==> src/rtl/bas_pkg.sv <==
package bas_pkg;
  typedef enum logic {
    ORD_INTERLEAVE = 1'b0,
    ORD_LINEAR     = 1'b1
  } order_e;

  typedef enum logic {
    SRC_PROC = 1'b0,
    SRC_CTRL = 1'b1
  } src_e;
endpackage

==> src/rtl/bas_strobe_dec.sv <==
module bas_strobe_dec
  import bas_pkg::*;
(
  input  logic strobe_proc_n,
  input  logic strobe_ctrl_n,
  input  logic cen_a_n,
  input  logic cen_b_n,
  input  logic cen_c,
  output logic load,
  output src_e src,
  output logic sel_next
);
  logic proc_hit;
  logic ctrl_hit;

  // processor strobe only counts while the primary enable is active
  assign proc_hit = ~strobe_proc_n & ~cen_a_n;
  assign ctrl_hit = ~strobe_ctrl_n;
  assign load     = proc_hit | ctrl_hit;
  assign src      = proc_hit ? SRC_PROC : SRC_CTRL;
  assign sel_next = ~cen_a_n & ~cen_b_n & cen_c;
endmodule

==> src/rtl/bas_burst_cnt.sv <==
module bas_burst_cnt #(
  parameter int CNT_W = 2
) (
  input  logic             clk,
  input  logic             rst_n,
  input  logic             load,
  input  logic             adv,
  output logic [CNT_W-1:0] count
);
  always_ff @(posedge clk or negedge rst_n) begin
    if (!rst_n)    count <= '0;
    else if (load) count <= '0;
    else if (adv)  count <= count + 1'b1;
  end
endmodule

==> src/rtl/bas_order_map.sv <==
module bas_order_map
  import bas_pkg::*;
#(
  parameter int CNT_W = 2
) (
  input  logic [CNT_W-1:0] start_low,
  input  logic [CNT_W-1:0] count,
  input  order_e           order,
  output logic [CNT_W-1:0] low
);
  logic [CNT_W-1:0] ilv;
  logic [CNT_W-1:0] lin;

  for (genvar b = 0; b < CNT_W; b++) begin : g_ilv
    assign ilv[b] = start_low[b] ^ count[b];
  end

  assign lin = start_low + count;
  assign low = (order == ORD_LINEAR) ? lin : ilv;
endmodule

==> src/rtl/burst_addr_seq.sv <==
module burst_addr_seq
  import bas_pkg::*;
#(
  parameter int ADDR_W = 17,
  parameter int CNT_W  = 2
) (
  input  logic              clk,
  input  logic              rst_n,
  input  logic [ADDR_W-1:0] ext_addr,
  input  logic              strobe_proc_n,
  input  logic              strobe_ctrl_n,
  input  logic              advance_n,
  input  logic              order_linear,
  input  logic              cen_a_n,
  input  logic              cen_b_n,
  input  logic              cen_c,
  output logic [ADDR_W-1:0] cur_addr,
  output logic              dev_sel,
  output logic              burst_src
);
  localparam int UP_W = ADDR_W - CNT_W;

  logic              load;
  src_e              src_d;
  logic              sel_d;
  logic [CNT_W-1:0]  count;
  logic [CNT_W-1:0]  low;
  logic [ADDR_W-1:0] base_q;
  order_e            order_q;
  src_e              src_q;
  logic              sel_q;

  bas_strobe_dec u_dec (
    .strobe_proc_n (strobe_proc_n),
    .strobe_ctrl_n (strobe_ctrl_n),
    .cen_a_n       (cen_a_n),
    .cen_b_n       (cen_b_n),
    .cen_c         (cen_c),
    .load          (load),
    .src           (src_d),
    .sel_next      (sel_d)
  );

  bas_burst_cnt #(.CNT_W(CNT_W)) u_cnt (
    .clk   (clk),
    .rst_n (rst_n),
    .load  (load),
    .adv   (~advance_n),
    .count (count)
  );

  always_ff @(posedge clk or negedge rst_n) begin
    if (!rst_n) begin
      base_q  <= '0;
      order_q <= ORD_INTERLEAVE;
      src_q   <= SRC_PROC;
      sel_q   <= 1'b0;
    end else if (load) begin
      base_q  <= ext_addr;
      order_q <= order_e'(order_linear);
      src_q   <= src_d;
      sel_q   <= sel_d;
    end
  end

  bas_order_map #(.CNT_W(CNT_W)) u_map (
    .start_low (base_q[CNT_W-1:0]),
    .count     (count),
    .order     (order_q),
    .low       (low)
  );

  assign cur_addr  = {base_q[ADDR_W-1 -: UP_W], low};
  assign dev_sel   = sel_q;
  assign burst_src = src_q;
endmodule

==> config.mk <==
export PLATFORM = sky130hd
export DESIGN_NAME = burst_addr_seq
export DESIGN_NICKNAME = d
export VERILOG_FILES = /design/src/rtl/bas_pkg.sv /design/src/rtl/bas_strobe_dec.sv /design/src/rtl/bas_burst_cnt.sv /design/src/rtl/bas_order_map.sv /design/src/rtl/burst_addr_seq.sv
export SDC_FILE = /design/constraint.sdc
export NUM_CORES = 1
export LEC_CHECK = 0
export BUFFER_PORTS_ARGS = -buffer_cell sky130_fd_sc_hd__buf_4
export CELL_PAD_IN_SITES_DETAIL_PLACEMENT = 1
export CELL_PAD_IN_SITES_GLOBAL_PLACEMENT = 2
export CORE_MARGIN = 5
export CORE_UTILIZATION = 30
export CTS_CLUSTER_DIAMETER = 150
export DETAILED_ROUTE_END_ITERATION = 10
export PLACE_DENSITY_LB_ADDON = 0.15
export SYNTH_ARGS = -nofsm -noshare
export SYNTH_HDL_FRONTEND = slang
export SYNTH_SLANG_ARGS = --single-unit
==> constraint.sdc <==
create_clock -name clk -period 2.35 [get_ports clk]
set_input_delay 0.235 -clock clk [delete_from_list [all_inputs] [get_ports clk]]
set_output_delay 0.235 -clock clk [all_outputs]
set_load 0.02 [all_outputs]
==> results.md, run 1 <==
* Hold slack final at 0.111 ns
* Setup tns final at 0 ns
* Post-DP HPWL at 1420 um
* Root buf cell: clkbuf_4
* Avg Inst Size Synth at 13.3 um^2
* Status: complete, no violations
* Met1 wire length at 718 um
* Largest net degree at the start of global routing at 23
* Total Routing Usage GR at 9.12%
* Final slew viol count at 0
* PortBufs at 44
* Synth area leader: dfrtp_1
* DR WL/cell at 12.1 um
* Initial Util at 30.5%
* Period utilization at 63.6%
* Worst EP required at 2.12 ns
* First-pass GRT wire length at 3060 um
* Crit-path cells: ha_1 > nand2_1 > xnor2_1 > buf_4
* Layout area overhead at 28.9%
* Min Tclk post-route at 1.49 ns
* Num rows at 21
* Fill cells at 367
* Post-CTS setup buffers at 0
* Boundary Pins at 45
* Final setup viols at 0
* DIE WIDTH at 67.8 um
* Post-DR vias/cell at 4.15
* Worst Hold End: burst_src
* Worst Path Arrival at 1.26 ns
* Slew headroom at 81.5%
* Startpoint Class: flip-flop
* Final Skew at 0.000454 ns
* CP Capture Type: output pin
* FMAX at 669 MHz
* Final nets at 135
* Synth Instances at 75
* Worst r2r src: u_cnt.count[0]
* Max_cap viols at 0
* Tightest Hold Check Type: in -> reg
* H-tree Lvls at 1
* RSZ-0062 raised after global routing: no
* R2R depth at 3
* Leak at 0.617 nW
* Post-CTS resize count at 0
* HP Start: strobe_ctrl_n
* Synth Cell Area at 0.00100 mm^2
* Ranking of synthesized cells by area: dfrtp_1 (55%), mux2_2 (19%), buf_4 (11%), buf_6 (2.3%), xnor2_1 (1.7%)
* Met3 Routed Length at 201 um
* Synthesized net count at 102
* DRC errors left at 0
* First-pass DRT Iterations at 2
* Max incr delay on CP at 0.41 ns
* DRT Wirelength at 1840 um
* Final hold violation count at 0
* DR top layer: met4
* CP max-delay cell: dfrtp_1
* CORE AREA at 0.00328 mm^2
* Crit path max fanout at 3
* Layout cell share with drive strength beyond 1 at 63.2%
* PwrDens at 623 mW/mm^2
* Reg2reg setup slack at 1.43 ns
* Vias in the first global route at 683
* CTS sink cnt at 22
* Initial antenna violation count at 0
* Slew @ Worst Pin at 0.277 ns
* TritonCTS Buffers at 3
* Sequential share of the synthesized area at 55.0%
* Antenna Diode Count at 0
* Via Count at 631
* Wire length on met2 at 905 um
* Die ar. at 0.00459 mm^2
* Die Span Y at 67.8 um
* Worst-Skew Late Latency at 0.30 ns
* RR Endpoint: u_cnt.count[1]
* CP Class: reg -> out
* Clk buf depth at 2
* Clock Pin Slew Worst Setup and Hold Paths at 0.11 ns
* CTS tree: done
* First DRT Iteration DRCs at 8
* Netlist cell types at 18
* Grt total ovfl at 0
* Antenna viol nets, final at 0
* Worst hold path depth at 2
* Post-synth top area share at 55.0%
* Yosys reg bits at 22
* Peak VDD IR at 0.249 mV
* Hold-fix buffers, CTS at 1
* Warnings, synthesis at 0
* RePlAce Congestion at 0.675
-- per-layer routing --
metal  GRT usage, %  vias up
met3           5.32        2
met5              0        -
li1               -      296
met4           3.80        0
met1           9.45      309
met2           14.9       24
-- stage by stage --
step           instances  cell area (um^2)  worst slack [ns]  util (%)  power, mW
2_1_floorplan         75              1000              1.17         -      0.581
3_3_place_gp         148              1260              1.09      38.3      0.646
3_5_place_dp         148              1260              1.06      38.3      0.649
4_1_cts              152              1290             0.837      39.3      0.820
5_1_grt              152              1290             0.772      39.3      0.857
6_report             152              1290             0.856      39.3      0.803
-- worst max path at each step --
stage	start	end	slack (ns)	depth (start not counted)
CTS	u_cnt.count[0]	cur_addr[1]	0.84	4
detailed placement	cen_a_n	base_q[6]	1.06	4
global placement	cen_a_n	base_q[1]	1.09	4
finish	u_cnt.count[0]	cur_addr[1]	0.86	4
floorplan	u_cnt.count[1]	cur_addr[1]	1.17	2
global route	u_cnt.count[0]	cur_addr[1]	0.77	4
-- power breakdown --
group          total (mW)  internal (mW)  leakage (nW)  switching (mW)
registers           0.433          0.414         0.261          0.0188
clock network       0.167         0.0598        0.0138           0.107
logic               0.204          0.110         0.341          0.0946
-- flip-flops by register name, indices dropped and copies added (netlist names) --
| name | count |
|---|---|
| base_q | 17 |
| burst_src | 1 |
| u_cnt.count | 2 |
| dev_sel | 1 |
| order_q | 1 |
-- cells by family after synthesis --
| logic type | after synthesis | synth area share, % |
|---|---|---|
| flops | 22 | 55.0 |
| buf+inv | 20 | 14.6 |
| mux | 18 | 20.6 |
| simple gates | 7 | 3.25 |
| compound gates | 4 | 2.62 |
| xor+xnor | 3 | 2.63 |
| fa+ha+maj | 1 | 1.25 |
-- cell usage after synthesis --
master	instances
dfrtp_1	22
mux2_2	17
buf_4	15
buf_6	2
inv_1	2
nand2_1	2
nor2_1	2
nor2b_1	2
xnor2_1	2
a211oi_1	1
a21oi_1	1
clkbuf_1	1
ha_1	1
mux2_4	1
nor3_1	1
o21ai_0	1
o21ai_2	1
xor2_1	1
-- area by class of cell --
class                   count  area (um^2)  area share (%)
flip-flops and latches     22          551            42.7
repair buffers             46          348            27.0
clock buffers               3         22.5            1.75
inverters                   2         7.51           0.582
multi-input cells          33          304            23.6
well taps                  46         57.6            4.46
-- critical path, delay by kind of cell (launching register included) --
kind                     cells  cell delay (ns)
XOR/XNOR                     1             0.12
adder cells (fa/ha/maj)      1             0.20
buffers and inverters        1             0.16
flip-flops                   1             0.41
AND/OR/NAND/NOR              1             0.07
-- layout by cell type (no fill, tap or decap), drive strengths merged, types with 2 or more instances in the layout --
master,instances
nor2,2
xnor2,2
clkbuf,3
nor2b,2
o21ai,2
nand2,2
inv,2
mux2,18
buf,45
dfrtp,22
Power figures use the tool's default switching activity.
==> run 2: changes to the inputs <==
--- a/config.mk
+++ b/config.mk
@@ -9,7 +9,7 @@
 export CELL_PAD_IN_SITES_DETAIL_PLACEMENT = 1
 export CELL_PAD_IN_SITES_GLOBAL_PLACEMENT = 2
 export CORE_MARGIN = 5
-export CORE_UTILIZATION = 30
+export CORE_UTILIZATION = 28
 export CTS_CLUSTER_DIAMETER = 150
 export DETAILED_ROUTE_END_ITERATION = 10
 export PLACE_DENSITY_LB_ADDON = 0.15
==> constraint.sdc (replaced) <==
create_clock -name clk -period 1.5 [get_ports clk]
set_input_delay 0.15 -clock clk [delete_from_list [all_inputs] [get_ports clk]]
set_output_delay 0.15 -clock clk [all_outputs]
set_load 0.02 [all_outputs]
==> run 2 against run 1 <==
Effect of this change: sequential share of layout area shrank 0.69 points; clock power grew 86%; non-clock buffer count grew 1; sequential cell count is the same; largest cell class unchanged; setup slack lost 0.75 ns; die area grew 6.1%.
==> results.md, run 2 (synthesis gave the netlist of run 1 again) <==
* Fill cells at 374 (+1.9%)
* Crit path max fanout at 3 (unchanged)
* Final nets at 136 (+0.74%)
* Total Routing Usage GR at 8.42% (-0.70 points)
* CP Capture Type: output pin
* Max_cap viols at 0 (unchanged)
* Vias in the first global route at 753 (+10%)
* Slew headroom at 81.0% (-0.55 points)
* Initial antenna violation count at 0 (unchanged)
* Crit-path cells: ha_1 > nand2_1 > xnor2_1 > buf_4
* Layout area overhead at 31.0%
* Status: complete, no violations
* FMAX at 716 MHz
* Final Skew at 0.00557 ns (+0.00511 ns)
* Top reg by flops: base_q
* Final instance area at 0.00131 mm^2 (+1.6%)
* Antenna Diode Count at 0 (unchanged)
* Boundary Pins at 45 (unchanged)
* Worst Path Arrival at 1.25 ns (about the same)
* CTS tree: done
* DRC errors left at 0 (unchanged)
* Layout cell share with drive strength beyond 1 at 63.9% (+0.68 points)
* Finished Layout Cells at 154 (+1.3%)
* Crit path max-delay family: flip-flops
* PortBufs at 44 (unchanged)
* RSZ-0062 raised after global routing: no
* Post-DR vias/cell at 4.03 (-3.0%)
* Worst EP required at 1.35 ns (-0.77 ns)
* RePlAce Congestion at 0.657 (-2.6%)
* Final slew viol count at 0 (unchanged)
* CP Class: reg -> out
* Die ar. at 0.00487 mm^2 (+6.1%)
* Grt total ovfl at 0 (unchanged)
* Initial Util at 29.5% (-0.94 points)
* Slew @ Worst Pin at 0.286 ns (+0.00829 ns)
* DRT Wirelength at 1910 um (+3.3%)
* Startpoint Class: flip-flop
* Leak at 0.628 nW (+1.9%)
* Via Count at 620 (-1.7%)
* Worst-Skew Late Latency at 0.29 ns (about the same)
* Die Span Y at 69.8 um (+3.0%)
* Most frequent cells in the layout: buf_4 (46), dfrtp_1 (22), mux2_2 (17)
* Post-DP HPWL at 1550 um (+8.6%)
* Commonest non-fill, non-tap cell in the layout: buf_4
* First-pass GRT wire length at 3370 um (+10%)
* Peak VDD IR at 0.335 mV (+35%)
* Setup tns final at 0 ns (unchanged)
* DR WL/cell at 12.4 um (+2.0%)
* Max reg flops at 17 (unchanged)
* Clock Pin Slew Worst Setup and Hold Paths at 0.12 ns (about the same)
* Dpl cell area at 0.00126 mm^2 (+0.60%)
* CORE AREA at 0.00339 mm^2 (+3.2%)
* Largest net degree at the start of global routing at 23 (unchanged)
* First DRT Iteration DRCs at 4 (-4)
* H-tree Lvls at 1 (unchanged)
* Placed Instances at 149 (+0.68%)
* Max incr delay on CP at 0.42 ns (about the same)
* Post-CTS setup buffers at 0 (unchanged)
* Top flop regs: base_q x17, u_cnt.count x2
* CTS sink cnt at 22 (unchanged)
* Post-CTS resize count at 0 (unchanged)
* Root buf cell: clkbuf_4
* Final hold violation count at 0 (unchanged)
* Num rows at 21 (unchanged)
* CP max-delay cell: dfrtp_1
* Design Power at 1.31 mW (+63%)
* Final setup viols at 0 (unchanged)
* Min Tclk post-route at 1.40 ns
* PwrDens at 1000 mW/mm^2 (+61%)
* TritonCTS Buffers at 3 (unchanged)
* Worst path bufs/invs at 1 (unchanged)
* Clk buf depth at 2 (unchanged)
* Antenna viol nets, final at 0 (unchanged)
* Tightest Hold Check Type: in -> reg
* DIE WIDTH at 69.8 um (+3.0%)
* First-pass DRT Iterations at 2 (unchanged)
* Period utilization at 93.1%
* Util after Layout at 38.7% (-0.59 points)
[run 2: changes by cell type in the layout (fill, tap and decap cells not counted), sizes merged]
cell / change
buf: +1
clkbuf: +1
[run 2: routing by layer]
metal  GRT usage [%]  wire (um)  up-vias  share of wire, %
li1                -          -      298                 -
met1            9.70        779      301                41
met2            14.5        971       19                51
met3            3.04        140        2               7.3
met4            2.55         13        0              0.68
met5               0          0        -                 0
[run 2: path summary, 6_finish.rpt]
path | startpoint | end | slack [ns] | cells after the start
min in group asynchronous | rst_n | base_q[6] | 0.26 | 2
worst max-delay path | u_cnt.count[0] | cur_addr[1] | 0.10 | 4
worst min-delay path | strobe_ctrl_n | burst_src | 0.03 | 2
max in group asynchronous | rst_n | base_q[9] | 1.01 | 2
worst min register to register | base_q[14] | base_q[14] | 0.52 | 1
worst max register to register | u_cnt.count[0] | u_cnt.count[1] | 0.57 | 3
[run 2: metrics by stage]
stage                     setup slack, ns  hold slack [ns]
after floorplan                     0.406           -0.146
after global placement              0.373           0.0589
after detailed placement            0.359           0.0601
after CTS                          0.0819           0.0248
after global routing               0.0430           0.0227
final                               0.104           0.0330
[run 2: repair_timing]
item                       4_1_cts  5_1_grt
hold endpoints to repair        22        0
hold buffers                     1        0
setup endpoints to repair        0        0
[run 2: layout make-up]
type                            count  area, um^2  area share, %
Clock buffer                        4        36.3           2.77
Inverter                            2        7.51          0.573
Multi-Input combinational cell     33         304           23.2
Sequential cell                    22         551           42.0
Tap cell                           46        57.6           4.39
Timing Repair Buffer               47         355           27.1
[run 2: worst reg2reg max path, cell delays in order (launching register included)]
cell and delay [ns]:
dfrtp_1 0.40, nor2b_1 0.22, xnor2_1 0.15, nor2_1 0.06
[run 2: where the power goes]
group	internal [mW]	leakage, nW	total [mW]	switching [mW]
registers	0.649	0.261	0.678	0.0295
clock network	0.148	0.0210	0.311	0.163
logic	0.174	0.346	0.323	0.149
total	0.970	0.628	1.31	0.342
